### src/rtl/osc_outdiv.sv
module osc_outdiv #(
  parameter int CODE_W = 4,
  parameter int LED_W  = 3
) (
  input  logic              clk,
  input  logic              rst_n,
  input  logic              ext_present,
  input  logic              int_osc_en,
  input  logic [1:0]        src_sel,
  input  logic              pin_out_mode,
  input  logic [CODE_W-1:0] out_code,
  input  logic [LED_W-1:0]  led_exp,
  output logic              pin_val,
  output logic              pin_oe,
  output logic              led_tick
);
  localparam int CNT_W = (1 << CODE_W) - 3;
  localparam int CFG_W = 2 + CODE_W + LED_W;
  localparam logic [CODE_W-1:0] CODE_HI = '1;

  logic [CNT_W-1:0] cnt;
  logic [CFG_W-1:0] cfg_q;
  logic [CNT_W-1:0] tap_mask, led_mask;

  wire [CFG_W-1:0] cfg_now = {src_sel, out_code, led_exp};
  wire osc_on = (src_sel == 2'b01 && ext_present) || (src_sel == 2'b10 && int_osc_en);
  wire run = osc_on && rst_n;

  always_ff @(posedge clk or negedge rst_n) begin
    if (!rst_n) begin
      cnt   <= '0;
      cfg_q <= '0;
    end else begin
      cfg_q <= cfg_now;
      if (!osc_on || cfg_now != cfg_q) cnt <= '0;
      else                             cnt <= cnt + CNT_W'(1);
    end
  end

  assign tap_mask = CNT_W'(1) << (out_code - CODE_W'(2));
  assign led_mask = (CNT_W'(1) << (led_exp - LED_W'(1))) - CNT_W'(1);

  always_comb begin
    if (out_code == '0)               pin_val = 1'b0;
    else if (out_code == CODE_HI)     pin_val = 1'b1;
    else if (!run)                    pin_val = 1'b0;
    else if (out_code == CODE_W'(1))  pin_val = clk;
    else                              pin_val = |(cnt & tap_mask);
  end

  assign led_tick = run && (led_exp != '0) && ((cnt & led_mask) == led_mask);
  assign pin_oe   = pin_out_mode;
endmodule


### config.mk
export PLATFORM = sky130hd
export DESIGN_NAME = osc_outdiv
export DESIGN_NICKNAME = d
export VERILOG_FILES = /design/src/rtl/osc_outdiv.sv
export SDC_FILE = /design/constraint.sdc
export NUM_CORES = 1
export LEC_CHECK = 0
export BUFFER_PORTS_ARGS = -buffer_cell sky130_fd_sc_hd__buf_4
export CORE_MARGIN = 2
export CORE_UTILIZATION = 50
export CTS_CLUSTER_DIAMETER = 40
export DETAILED_ROUTE_END_ITERATION = 8
export PLACE_DENSITY = 0.74
export SYNTH_ARGS = -nofsm -noshare
export SYNTH_HDL_FRONTEND = slang
export SYNTH_SLANG_ARGS = --single-unit
### constraint.sdc
create_clock -name clk -period 6.99 [get_ports clk]
set_input_delay 1.0485 -clock clk [delete_from_list [all_inputs] [get_ports clk]]
set_output_delay 1.0485 -clock clk [all_outputs]
set_load 0.02 [all_outputs]
; Yosys cells after proc, flatten, opt, wreduce, memory -nomap -nowiden
; Cells that the tools add are included.
[op_classes]
n_bitwise = 2
n_shift = 2
addsub = 4
n_mux = 5
eq_ne = 6
n_reduce_logical = 11
[ops]
columns = op, n
row1 = 13-bit bitwise AND, 2
row2 = 13-bit by 1-bit adder with 13-bit output (second input constant), 1
row3 = 13-bit equality test, 1
row4 = 13-bit two-way mux, 1
row5 = 13-bit OR reduction, 1
row6 = 1-bit by 3-bit left shift with 13-bit output (first input constant), 1
row7 = 1-bit by 4-bit left shift with 13-bit output (first input constant), 1
row8 = 13-bit by 2-bit subtractor with 13-bit output (second input constant), 1
row9 = 9-bit != test, 1
row10 = 1-bit logical AND, 5
row11 = 4-bit by 1-bit equality test with 1-bit output (second input constant), 1
row12 = 4-bit equality test (second input constant), 1
row13 = 4-bit zero test, 1
row14 = 1-bit two-way mux, 4
row15 = 4-bit by 2-bit subtractor with 4-bit output (second input constant), 1
row16 = 3-bit nonzero test, 1
row17 = 3-bit by 1-bit subtractor with 3-bit output (second input constant), 1
row18 = 2-bit by 1-bit equality test with 1-bit output (second input constant), 1
row19 = 2-bit equality test (second input constant), 1
row20 = 1-bit logical OR, 2
row21 = 1-bit zero test, 1
[totals]
wordCells = 32
out_inout_bits = 3
regBits = 22
in_bits = 14

; Longest topological paths before layout
[depth]
ltp_word = 8
ltp_mapped = 11
mapped_depth_nobuf = 9

==> metrics.cfg <==
[setup_path]
cp-end-kind = primary output
start_kind = clock port
crit_path_max_incr_delay_ns = 0.18
crit_chain = clkbuf_4 > clkbuf_4 > a21boi_0 > o21ai_0 > a32oi_1 > buf_4
cp.arrival_ns = 4.29
worst_path_max_delay_cell = o21ai_0
crit_fanout = 2
required_ns = 5.94
crit_type = clock port to primary output
cpMostUsedCell = clkbuf_4

[power]
power.density_mw_per_mm2 = 182
ir_drop_mv = 0.138
leakage_nw = 0.648

[detailed_routing]
vias = 1108
avgViaCountPerCell = 5.65
ant_nets = 0
drt_iter0_drc = 43
drt_wl_total_um = 2790
drc_errors = 0
wl_per_cell_um = 14.2
dr.pass1.iters = 5

[min_path]
worstHoldPathType = input port to async pin

[placed_design]
place_ws_ns = 1.98
dpl_cell_area_mm2 = 0.00154
portBuffers = 14
gp_congestion = 0.866
hpwl_um = 2010

[yosys]
synth-edff-count = 0
synth_compound_area_share_pct = 9.02
synth.most_common_cell = dfrtp_1
ys_warn_count = 0
synth_commonest_cells = dfrtp_1 (22), xnor2_1 (12), nand2_1 (11)
synth.avg_cell_area_um2 = 9.52
synth_fp_nets = 171
synth_flop_cell = dfrtp_1
synth_area_mm2 = 0.00146
synthSimpleGateAreaFrac_pct = 25.6
synth_largest_area_cell = dfrtp_1
ys_seq_area_share_pct = 37.8
synth.area.top_cells = dfrtp_1 (38%), xnor2_1 (7.2%), xor2_1 (6.0%)
synth_top_family_by_area = simple AND/OR/NAND/NOR gates
async_flop_share_pct = 100
synth-adder-area-share_pct = 4.12
syn-instance-count = 153
synth_cell_type_count = 42
ys_ff_latch = 22
synth_xor_area_share_pct = 14.3
synth.area.mux_share_pct = 2.84
synth_top_area_share_pct = 37.8

[final_layout]
postLayoutCellArea_mm2 = 0.00162
post-route-util_pct = 58.7
areaGrowthSynthToFinish_pct = 11.1
drive_above_1_share_pct = 23.0
nets = 184
n_antenna_cell = 0

[global_route]
grtUsageTotal_pct = 19.4
first_global_vias = 1102
grt_max_degree = 25
overflow = 0
grt_pass1_wl_um = 4840
antenna_found_initial = 0

[sta]
finalMaxSlewViolations = 0
setup_viol_count_final = 0
worst_pin_slew_ns = 0.522
skew_ns = 0.0125
setup_tns_ns = 0
hold_viol = 0
worst_slack_ns = 1.66
rsz0062_at_grt = no
slew_headroom_pct = 65.1

[floorplan]
initial_core_util_pct = 52.8
dieHeight_um = 58.0
coreArea_mm2 = 0.00276
dieArea_mm2 = 0.00336
boundaryPins = 17
num_rows = 19
fp.dieW_um = 58.0

[clock_network]
post_cts_buffers = 0
clock_latency_ns = 0.42
clk_pin_slew_ns = 0.13
hold_buffers = 0
cts_resized = 0
cts_tree = done

[run_status]
outcome = finished clean

[flow_run]
maxCapViolations = 0

-- flip-flops by register name, indices dropped and copies added (netlist names) --
| signal | cells |
|---|---|
| cfg_q | 9 |
| cnt | 13 |
-- cell families (layout without fill, tap and decap cells) --
logic type      count (synthesis)  count (layout)
simple gates                   61              61
xor+xnor                       23              23
flops                          22              22
compound gates                 20              20
buf+inv                        18              30
fa+ha+maj                       5               5
mux                             4               4
-- routing by layer --
layer  up-vias  global-route usage [%]  part of all wire [%]
li1        554                       -                     -
met1       518                    23.4                    44
met2        32                    30.4                    50
met3         4                    5.58                   5.4
met4         0                    12.3                   1.5
met5         -                       0                     0
-- final timing paths --
path / startpoint / endpoint / slack (ns) / depth (start not counted)
worst max-delay path: clk / pin_val / 1.66 / 6
worst min-delay path: rst_n / cfg_q[8] / 0.49 / 1
worst max register to register: cfg_q[3] / cnt[2] / 5.34 / 4
worst min register to register: cnt[0] / cnt[0] / 0.56 / 1
max in group asynchronous: rst_n / cnt[9] / 6.26 / 1
min in group clk: cnt[0] / cnt[0] / 0.56 / 1
-- final cells by class --
type                       instances  area (um2)
clock inverter                     1        30.0
multi-input combinational        113         815
timing repair buffer              13        97.6
clock buffer                       7        52.6
fill                             248        1140
tap                               31        38.8
inverter                           9        33.8
sequential                        22         551
-- per-stage QoR --
step	instances	hold slack, ns	total power, mW
floorplan	153	0.485	0.162
global placement	189	0.542	0.173
detailed placement	189	0.547	0.175
CTS	196	0.490	0.300
global route	196	0.480	0.311
finish	196	0.492	0.294
-- report_power, final --
group          total [mW]  internal [mW]  switching [mW]
Clock               0.125         0.0791          0.0459
Sequential          0.131          0.130         0.00129
Combinational      0.0377         0.0163          0.0215
-- cell usage in the layout, fill, tap and decap left out, types with 2 or more instances in the layout --
master / n
nor4_1: 3
nor2_1: 9
ha_1: 4
nand4_1: 4
inv_1: 9
o32ai_1: 2
a211oi_1: 2
buf_4: 14
dfrtp_1: 22
nor4_2: 2
nand3_1: 3
mux2i_1: 3
nand2_1: 11
nand2b_1: 2
nand4b_1: 3
nor2_2: 9
a21oi_1: 5
xor2_1: 10
clkbuf_4: 6
o21ai_0: 4
nor3_1: 5
nand3b_1: 4
xnor2_1: 12
-- critical path, delay by kind of cell --
family / cells / cell delay (ns)
buffers and inverters: 3 / 0.41
AOI/OAI and AO/OA: 3 / 0.38
Note: power is estimated with default switching activity, not from simulation.
